==> config.mk <==
export PLATFORM = sky130hd
export DESIGN_NAME = pairconv_seq
export DESIGN_NICKNAME = d
export VERILOG_FILES = /design/src/rtl/pairconv_pkg.sv /design/src/rtl/pairconv_arb.sv /design/src/rtl/pairconv_fsm.sv /design/src/rtl/pairconv_outs.sv /design/src/rtl/pairconv_seq.sv
export SDC_FILE = /design/constraint.sdc
export NUM_CORES = 1
export LEC_CHECK = 0
export BUFFER_PORTS_ARGS = -buffer_cell sky130_fd_sc_hd__buf_2
export CORE_ASPECT_RATIO = 0.75
export CORE_MARGIN = 2
export CORE_UTILIZATION = 43
export DETAILED_ROUTE_END_ITERATION = 7
export PLACE_DENSITY_LB_ADDON = 0.05
export SLEW_MARGIN = 20
export SYNTH_ARGS = -nofsm -noshare
export SYNTH_HDL_FRONTEND = slang
export SYNTH_SLANG_ARGS = --single-unit
==> constraint.sdc <==
create_clock -name clk -period 1.5 [get_ports clk]
set_clock_uncertainty 0.1 [all_clocks]
set_input_delay 0.075 -clock clk [delete_from_list [all_inputs] [get_ports clk]]
set_output_delay 0.075 -clock clk [all_outputs]
set_load 0.05 [all_outputs]
==> src/rtl/pairconv_pkg.sv <==
package pairconv_pkg;
    localparam int PC_NPAIRS_DEF = 6;
    localparam int PC_RES_W_DEF  = 10;

    typedef enum logic [1:0] {
        ST_IDLE  = 2'd0,
        ST_START = 2'd1,
        ST_WAIT  = 2'd2
    } seq_state_e;
endpackage

==> src/rtl/pairconv_arb.sv <==
module pairconv_arb #(
    parameter int N  = 6,
    parameter int IW = $clog2(N)
) (
    input  logic          clk,
    input  logic          rst,
    input  logic [N-1:0]  trig,
    input  logic          take,
    output logic          any_req,
    output logic [IW-1:0] sel_idx
);
    logic [N-1:0] lat_q;
    logic [N-1:0] clr_mask;

    always_comb begin
        sel_idx = '0;
        for (int i = N - 1; i >= 0; i--) begin
            if (lat_q[i]) sel_idx = IW'(i);
        end
    end

    assign any_req  = |lat_q;
    assign clr_mask = take ? (N'(1) << sel_idx) : '0;

    always_ff @(posedge clk) begin
        if (rst) lat_q <= '0;
        else     lat_q <= (lat_q & ~clr_mask) | trig;
    end

    // the granted pair has no lower-numbered latched request
    a_r2_lowest_first: assert property (@(posedge clk) disable iff (rst)
        take |-> (any_req && ((lat_q & ((N'(1) << sel_idx) - N'(1))) == '0)));
endmodule

==> src/rtl/pairconv_fsm.sv <==
module pairconv_fsm
    import pairconv_pkg::*;
#(
    parameter int N  = 6,
    parameter int IW = $clog2(N)
) (
    input  logic          clk,
    input  logic          rst,
    input  logic          any_req,
    input  logic [IW-1:0] sel_idx,
    input  logic          early_in,
    input  logic          cv_done,
    output logic          take,
    output logic          cv_start,
    output logic [IW-1:0] cur_pair,
    output logic          cur_odd,
    output logic          early_q,
    output logic          fin_first,
    output logic          fin_second
);
    seq_state_e state_q;

    assign take       = (state_q == ST_IDLE) && any_req;
    assign cv_start   = (state_q == ST_START);
    assign fin_first  = (state_q == ST_WAIT) && cv_done && !cur_odd;
    assign fin_second = (state_q == ST_WAIT) && cv_done &&  cur_odd;

    always_ff @(posedge clk) begin
        if (rst) begin
            state_q  <= ST_IDLE;
            cur_pair <= '0;
            cur_odd  <= 1'b0;
            early_q  <= 1'b0;
        end else begin
            unique case (state_q)
                ST_IDLE: begin
                    if (any_req) begin
                        state_q  <= ST_START;
                        cur_pair <= sel_idx;
                        cur_odd  <= 1'b0;
                        early_q  <= early_in;
                    end
                end
                ST_START: state_q <= ST_WAIT;
                ST_WAIT: begin
                    if (cv_done) begin
                        if (!cur_odd) begin
                            cur_odd <= 1'b1;
                            state_q <= ST_START;
                        end else begin
                            state_q <= ST_IDLE;
                        end
                    end
                end
                default: state_q <= ST_IDLE;
            endcase
        end
    end

    // start is a single-cycle pulse
    a_r10_start_pulse: assert property (@(posedge clk) disable iff (rst)
        cv_start |=> !cv_start);
    // the first conversion is followed by the odd input of the same pair
    a_r3_same_pair_odd: assert property (@(posedge clk) disable iff (rst)
        fin_first |=> (cv_start && cur_odd && $stable(cur_pair)));
    // with nothing latched the sequencer stays idle
    a_r8_no_self_loop: assert property (@(posedge clk) disable iff (rst)
        (state_q == ST_IDLE && !any_req) |=> !cv_start);
endmodule

==> src/rtl/pairconv_outs.sv <==
module pairconv_outs #(
    parameter int N  = 6,
    parameter int IW = $clog2(N),
    parameter int RW = 10
) (
    input  logic          clk,
    input  logic          rst,
    input  logic          take,
    input  logic [IW-1:0] sel_idx,
    input  logic          fin_first,
    input  logic          fin_second,
    input  logic [IW-1:0] cur_pair,
    input  logic          cur_odd,
    input  logic          early_q,
    input  logic [RW-1:0] cv_data,
    output logic          res_valid,
    output logic [RW-1:0] res_data,
    output logic [IW-1:0] res_pair,
    output logic          res_odd,
    output logic [N-1:0]  pend,
    output logic [N-1:0]  done_evt
);
    logic fire_evt;
    assign fire_evt = (fin_first && early_q) || (fin_second && !early_q);

    always_ff @(posedge clk) begin
        if (rst) begin
            res_valid <= 1'b0;
            res_data  <= '0;
            res_pair  <= '0;
            res_odd   <= 1'b0;
            pend      <= '0;
            done_evt  <= '0;
        end else begin
            res_valid <= fin_first || fin_second;
            if (fin_first || fin_second) begin
                res_data <= cv_data;
                res_pair <= cur_pair;
                res_odd  <= cur_odd;
            end
            if (take)            pend <= N'(1) << sel_idx;
            else if (fin_second) pend <= '0;
            done_evt <= fire_evt ? (N'(1) << cur_pair) : '0;
        end
    end

    // at most one pair pending
    a_r4_pend_onehot: assert property (@(posedge clk) disable iff (rst)
        $onehot0(pend));
    // second conversion of a pair ends its pending flag
    a_r4_pend_clears: assert property (@(posedge clk) disable iff (rst)
        fin_second |=> (pend == '0));
    // a completion event only accompanies a result
    a_r6_evt_with_result: assert property (@(posedge clk) disable iff (rst)
        (done_evt != '0) |-> (res_valid && $onehot(done_evt)));
endmodule

==> src/rtl/pairconv_seq.sv <==
module pairconv_seq
    import pairconv_pkg::*;
#(
    parameter int N_PAIRS = PC_NPAIRS_DEF,
    parameter int RES_W   = PC_RES_W_DEF,
    localparam int IW     = $clog2(N_PAIRS),
    localparam int CW     = IW + 1
) (
    input  logic               clk,
    input  logic               rst,
    input  logic [N_PAIRS-1:0] trig_req,
    input  logic               early_evt_en,
    output logic               cv_start,
    output logic [CW-1:0]      cv_chan,
    input  logic               cv_done,
    input  logic [RES_W-1:0]   cv_data,
    output logic               res_valid,
    output logic [RES_W-1:0]   res_data,
    output logic [IW-1:0]      res_pair,
    output logic               res_odd,
    output logic [N_PAIRS-1:0] pend,
    output logic [N_PAIRS-1:0] done_evt
);
    logic          any_req;
    logic [IW-1:0] sel_idx;
    logic          take;
    logic [IW-1:0] cur_pair;
    logic          cur_odd;
    logic          early_q;
    logic          fin_first;
    logic          fin_second;

    pairconv_arb #(.N(N_PAIRS), .IW(IW)) u_arb (
        .clk     (clk),
        .rst     (rst),
        .trig    (trig_req),
        .take    (take),
        .any_req (any_req),
        .sel_idx (sel_idx)
    );

    pairconv_fsm #(.N(N_PAIRS), .IW(IW)) u_fsm (
        .clk        (clk),
        .rst        (rst),
        .any_req    (any_req),
        .sel_idx    (sel_idx),
        .early_in   (early_evt_en),
        .cv_done    (cv_done),
        .take       (take),
        .cv_start   (cv_start),
        .cur_pair   (cur_pair),
        .cur_odd    (cur_odd),
        .early_q    (early_q),
        .fin_first  (fin_first),
        .fin_second (fin_second)
    );

    pairconv_outs #(.N(N_PAIRS), .IW(IW), .RW(RES_W)) u_outs (
        .clk        (clk),
        .rst        (rst),
        .take       (take),
        .sel_idx    (sel_idx),
        .fin_first  (fin_first),
        .fin_second (fin_second),
        .cur_pair   (cur_pair),
        .cur_odd    (cur_odd),
        .early_q    (early_q),
        .cv_data    (cv_data),
        .res_valid  (res_valid),
        .res_data   (res_data),
        .res_pair   (res_pair),
        .res_odd    (res_odd),
        .pend       (pend),
        .done_evt   (done_evt)
    );

    assign cv_chan = {cur_pair, cur_odd};

    // a started conversion belongs to the pending pair
    a_r4_start_is_pending: assert property (@(posedge clk) disable iff (rst)
        cv_start |-> (pend == (N_PAIRS'(1) << cur_pair)));
endmodule

======== Yosys cells after proc, flatten, opt, wreduce, memory -nomap -nowiden ========
Index checks and enable logic that the tools add are counted.
word-level totals
  register bits after elaboration ......... 40
  input port bits ......................... 20
  output and inout bits ................... 32
  logic and storage cells ................. 55
cells by class
  equal/unequal tests ..................... 4
  shift operators ......................... 2
  muxes and demuxes ....................... 16
  bitwise gates (word level) .............. 4
  reductions and logical operators ........ 18
operator list
  operator             count
  $mux 3               6
  $mux 6               3
  $shl 1x3->6 const A  2
  $and 6x6->6          1
  $logic_and 1x1->1    6
  $not 6->6            1
  $or 6x6->6           1
  $pmux 2 s3           1
  $reduce_or 6->1      1
  $mux 2               2
  $reduce_and 2->1     2
  $reduce_bool 2->1    2
  $mux 1               3
  $reduce_and 3->1     1
  $eq 2x1->1 const B   1
  $eq 2x2->1 const B   1
  $logic_not 1->1      2
  $logic_not 2->1      1
  $logic_or 1x1->1     2
  $ne 2x1->1 const B   1
  $ne 2x2->1 const B   1
  $pmux 1 s2           1
  $reduce_or 2->1      1
  $not 1->1            1

======== Logic depth before layout (Yosys ltp) ========
  depth in word-level cells ............... 11
  mapped depth ............................ 5
  depth with buffers taken out ............ 4

======== Modules after synthesis ========
From an unflattened synthesis, not the netlist that was laid out.
second synthesis, totals
  cells, all modules ...................... 172
  area total of the unflattened synthesis .. 1,664.1 sq um
by module, submodules not included
  module         instances  cells an instance  area an instance (sq um)  seq. area each (sq um)
  pairconv_outs  1          108                1,076.0                   540.5
  pairconv_fsm   1          30                 304.0                     140.1
  pairconv_arb   1          33                 276.5                     120.1
  pairconv_seq   1          1                  7.5                       0.0

======== Worst setup path after synthesis ========
Ideal clock, no wire load.
  path type ............................... register -> register
  from .................................... register u_fsm.state_q[0]
  to ...................................... register u_fsm.state_q[1]
  data arrival time ....................... 1.338 ns
  required time ........................... 1.334 ns
  setup slack ............................. -0.004 ns
  stages on the path, launching flop included .. 4
  buffers on the path ..................... 0
  clock period less this slack ............ 1.504 ns
  path through ............................ dfxtp_1 nor2b_1 nor2_1 nor2_1
RTL lines
  element                 line                text
  from (decl)             pairconv_fsm.sv:21  seq_state_e state_q;
  from (signal assigned)  pairconv_fsm.sv:30  state_q <= ST_IDLE;
  from (signal assigned)  pairconv_fsm.sv:38  state_q <= ST_START;
  from (signal assigned)  pairconv_fsm.sv:44  ST_START: state_q <= ST_WAIT;
  $eq 2x1->1              n/a
  via cv_start            pairconv_seq.sv:13  output logic cv_start,
  $pmux 2 s3              pairconv_fsm.sv:35  unique case (state_q)
The timed path passes the listed nets, and every way through them passes these cells.
A chain may end at the register's enable or synchronous reset.

======== Worst setup path in the final report ========
  from .................................... register u_arb.lat_q[0]
  to ...................................... register u_arb.lat_q[5]
on the way
  longest elaborated chain between the ends .. 6
ends and longest elaborated chain
  element                                                  line                                    text
  from (decl)                                              pairconv_arb.sv:12                      logic [N-1:0] lat_q;
  from (signal assigned)                                   pairconv_arb.sv:27                      else lat_q <= (lat_q & ~clr_mask) | trig;
  $reduce_or 6->1 / $mux 3 (equally long branches)         pairconv_arb.sv:22, pairconv_arb.sv:18
  $logic_and 1x1->1 / $shl 1x3->6 (equally long branches)  pairconv_fsm.sv:23, pairconv_arb.sv:23
  $mux 6 *                                                 pairconv_arb.sv:23                      assign clr_mask = take ? (N'(1) << sel_idx) : '0;
  $not 6->6 *                                              pairconv_arb.sv:27
  $and 6x6->6 *                                            pairconv_arb.sv:27
  $or 6x6->6 *                                             pairconv_arb.sv:27
Mark *: on every way between the ends. The rest lies on a longest branch, timed or not.

==> qor.csv <==
stage,metric,value,unit
die,die area,0.00384,mm²
run,Max-cap violations,0,
detailed_routing,starting DRC count in detailed routing,44,
cells_and_area,sequential cell area,806,µm²
detailed_routing,DR vias,1388,
worst_setup_path,critical path type,reg2reg,
sta,RSZ-0062 raised after global routing,true,
pwr,Static Leak,0.954,nW
sta,Tmin final,1470,ps
cells_and_area,share of cells above drive strength 1,32.1,%
yosys,"EDFF count, synth",0,
global_routing,largest net degree at the start of global routing,19,
hold_path,worst min-delay path class,in2reg,
die,std cell rows,18,
detailed_routing,wire per inst,12.4,µm
worst_setup_path,Worst Setup End Kind,register,
detailed_routing,Routed WL,3.46,mm
sta,relative slew slack,75.6,%
global_routing,GRT Util Overall,18.9,%
clock_tree,clk slew on worst S/H paths,70,ps
placed_design,Port Buffer Count,51,
die,starting density of the core,44.4,%
die,IO Pins,52,
clock_tree,CTS Root Cell,clkbuf_8,
yosys,ys async rst share,0,%
worst_setup_path,critical path required time,1560,ps
sta,Final Hold Vio Count,0,
yosys,"Avg Cell Area, Syn",8.84,µm²
pwr,VDD IR max,0.000708,V
detailed_routing,First-pass DRT Iterations,4,
worst_setup_path,arrival time worst endpoint,1530,ps
worst_setup_path,slowest CP cell,nor4_4,
worst_setup_path,Worst Path Max Fanout,4,
placed_design,dpl cells,255,
detailed_routing,Antenna Violating Nets Remaining,0,
global_routing,first-pass GRT wire length,5.37,mm
clock_tree,clk_lat worst skew,280,ps
sta,worst-margin pin slew,366,ps
clock_tree,Clock Path Buffers,2,
placed_design,DP HPWL,2.42,mm
cells_and_area,area taken by multi-input logic gates,604,µm²
worst_setup_path,worst-path cell chain,nor4_4 > nand3_1 > nor3_1 > nor3_1,
die,DIE HEIGHT,54.1,µm
worst_setup_path,CP startpoint kind,register,
sta,final worst path period share,98.0,%
yosys,Synth Warn #,0,
pwr,power per standard cell area,1130,mW/mm²
yosys,dominant synthesized flop cell,dfxtp_1,
sta,Final Hold Slack,11.5,ps
clock_tree,CTS tree,built,
global_routing,number of global-route vias before repair,1187,
outcome,status,"finished, final reports clean",
die,CORE AREA,0.00324,mm²
sta,Slew Limit Fails,0,
yosys,Synth Register Bits,40,
yosys,post-synthesis sequential area ratio,55.6,%
global_routing,initial antenna violation count,0,
cells_and_area,Antenna diodes,0,
worst_setup_path,largest stage delay on the critical path,380,ps
cells_and_area,fin cells,280,
cells_and_area,Final Net Count,260,
clock_tree,total CTS buffers,5,
global_routing,total global routing overflow,0,
yosys,Synth Instances,163,
yosys,net count after synthesis,183,
clock_tree,H-tree depth,2,
detailed_routing,DRC violation count after routing,0,
sta,# setup viols final,0,
placed_design,Placer Congestion,0.865,
die,Die W,70.9,µm
yosys,"Distinct cells, synth",30,
clock_tree,number of clock sinks,40,
worst_setup_path,crit-path most repeated cell,nor3_1,
cells_and_area,area delta synth->final,42.4,%
yosys,Post-Syn Area,0.00144,mm²
detailed_routing,post-DR vias/cell,4.96,
cells_and_area,fillers,303,
sta,Peak Freq,681,MHz
[stage by stage]
| stage | setup slack (ps) | area [µm²] | total power [mW] | TNS [ps] | util, % |
|---|---|---|---|---|---|
| floorplan | 79.7 | 1440 | 1.49 | 0 | - |
| global placement | 65.8 | 1780 | 1.61 | 0 | 54.8 |
| detailed placement | -3.21 | 1780 | 1.62 | -3.21 | 54.8 |
| CTS | 15.2 | 2040 | 2.33 | 0 | 63.0 |
| global route | -36.4 | 2050 | 2.44 | -98.0 | 63.3 |
| finish | 30.5 | 2050 | 2.32 | 0 | 63.3 |
[registers in the layout, indices dropped and copies added, names as in the netlist]
| signal | count |
|---|---|
| u_outs.res_valid | 1 |
| u_outs.res_pair | 3 |
| u_arb.lat_q | 6 |
| u_fsm.early_q | 1 |
| u_outs.pend | 6 |
| u_fsm.cur_odd | 1 |
| u_outs.done_evt | 6 |
| u_outs.res_data | 10 |
| u_fsm.cur_pair | 3 |
| u_fsm.state_q | 2 |
| u_outs.res_odd | 1 |
[what timing repair did]
item	4_1_cts	5_1_grt
endpoints found under the hold margin	17	0
pin swaps	3	4
gates cloned	0	0
gates resized for setup	2	5
hold buffers	17	0
buffers inserted	1	0
endpoints found under the setup margin	2	11
[power by group]
part / switching (mW) / internal (mW) / leakage (nW)
Clock: 0.346 / 0.316 / 0.0410
Combinational: 0.296 / 0.183 / 0.586
Sequential: 0.0567 / 1.12 / 0.327
[cell type report]
| cell class | instances | area share, % |
|---|---|---|
| Inverter | 6 | 1.10 |
| Tap cell | 40 | 2.44 |
| Clock inverter | 1 | 0.244 |
| Timing Repair Buffer | 77 | 24.0 |
| Multi-Input combinational cell | 110 | 29.4 |
| Sequential cell | 40 | 39.2 |
| Clock buffer | 6 | 3.53 |
[critical path: cells and delay by family (launching register included)]
family	cells	cell delay [ps]
AND/OR/NAND/NOR	4	910
flip-flops	1	330
[cells in the mapped netlist, types with 2 or more instances]
cell type  count  share of area (%)
dfxtp_1       40                 56
a22o_1         3                1.8
nor4_1         5                2.2
nand2_1       32                8.3
nor3_1         8                2.8
a21o_1         4                2.1
a21oi_1       21                7.3
inv_1          6                1.6
clkbuf_1       4                1.0
nand3_1        2               0.69
nor2_1        18                4.7
mux2i_1        2                1.4
[cells in the final DEF, fill, tap and decap left out, types with 2 or more instances in the layout]
cell type	n
nand2_1	32
clkbuf_8	5
buf_2	51
dfxtp_1	36
inv_1	6
mux2i_1	2
nand3_1	2
nor3_1	7
a21o_1	4
buf_4	9
nor4_1	5
a22o_1	3
dfxtp_2	4
dlygate4sd3_1	17
nor2_1	17
a21oi_1	21
[worst paths after layout]
path	startpoint	to	slack (ps)	cells after the start
max reg2reg	u_arb.lat_q[0]	u_arb.lat_q[5]	30	4
min	cv_done	u_fsm.state_q[1]	10	4
max	u_arb.lat_q[0]	u_arb.lat_q[5]	30	4
min reg2reg	u_outs.res_data[1]	u_outs.res_data[1]	350	2
[routing by layer]
metal / vias to the layer above / routed length (µm) / global-route usage (%)
li1: 704 / - / -
met1: 637 / 1620 / 24.9
met2: 45 / 1620 / 29.4
met3: 2 / 209 / 7.49
met4: 0 / 12 / 4.72
met5: - / 0 / 0
[cells by family after synthesis]
family / share of synthesized area, %
and+or+nand+nor: 24.8
DFF: 55.6
AOI/OAI and AO/OA: 13.9
buffers and inverters: 3.73
muxes: 1.39
xor gates and xnor gates: 0.608
Power figures use the tool's default switching activity.
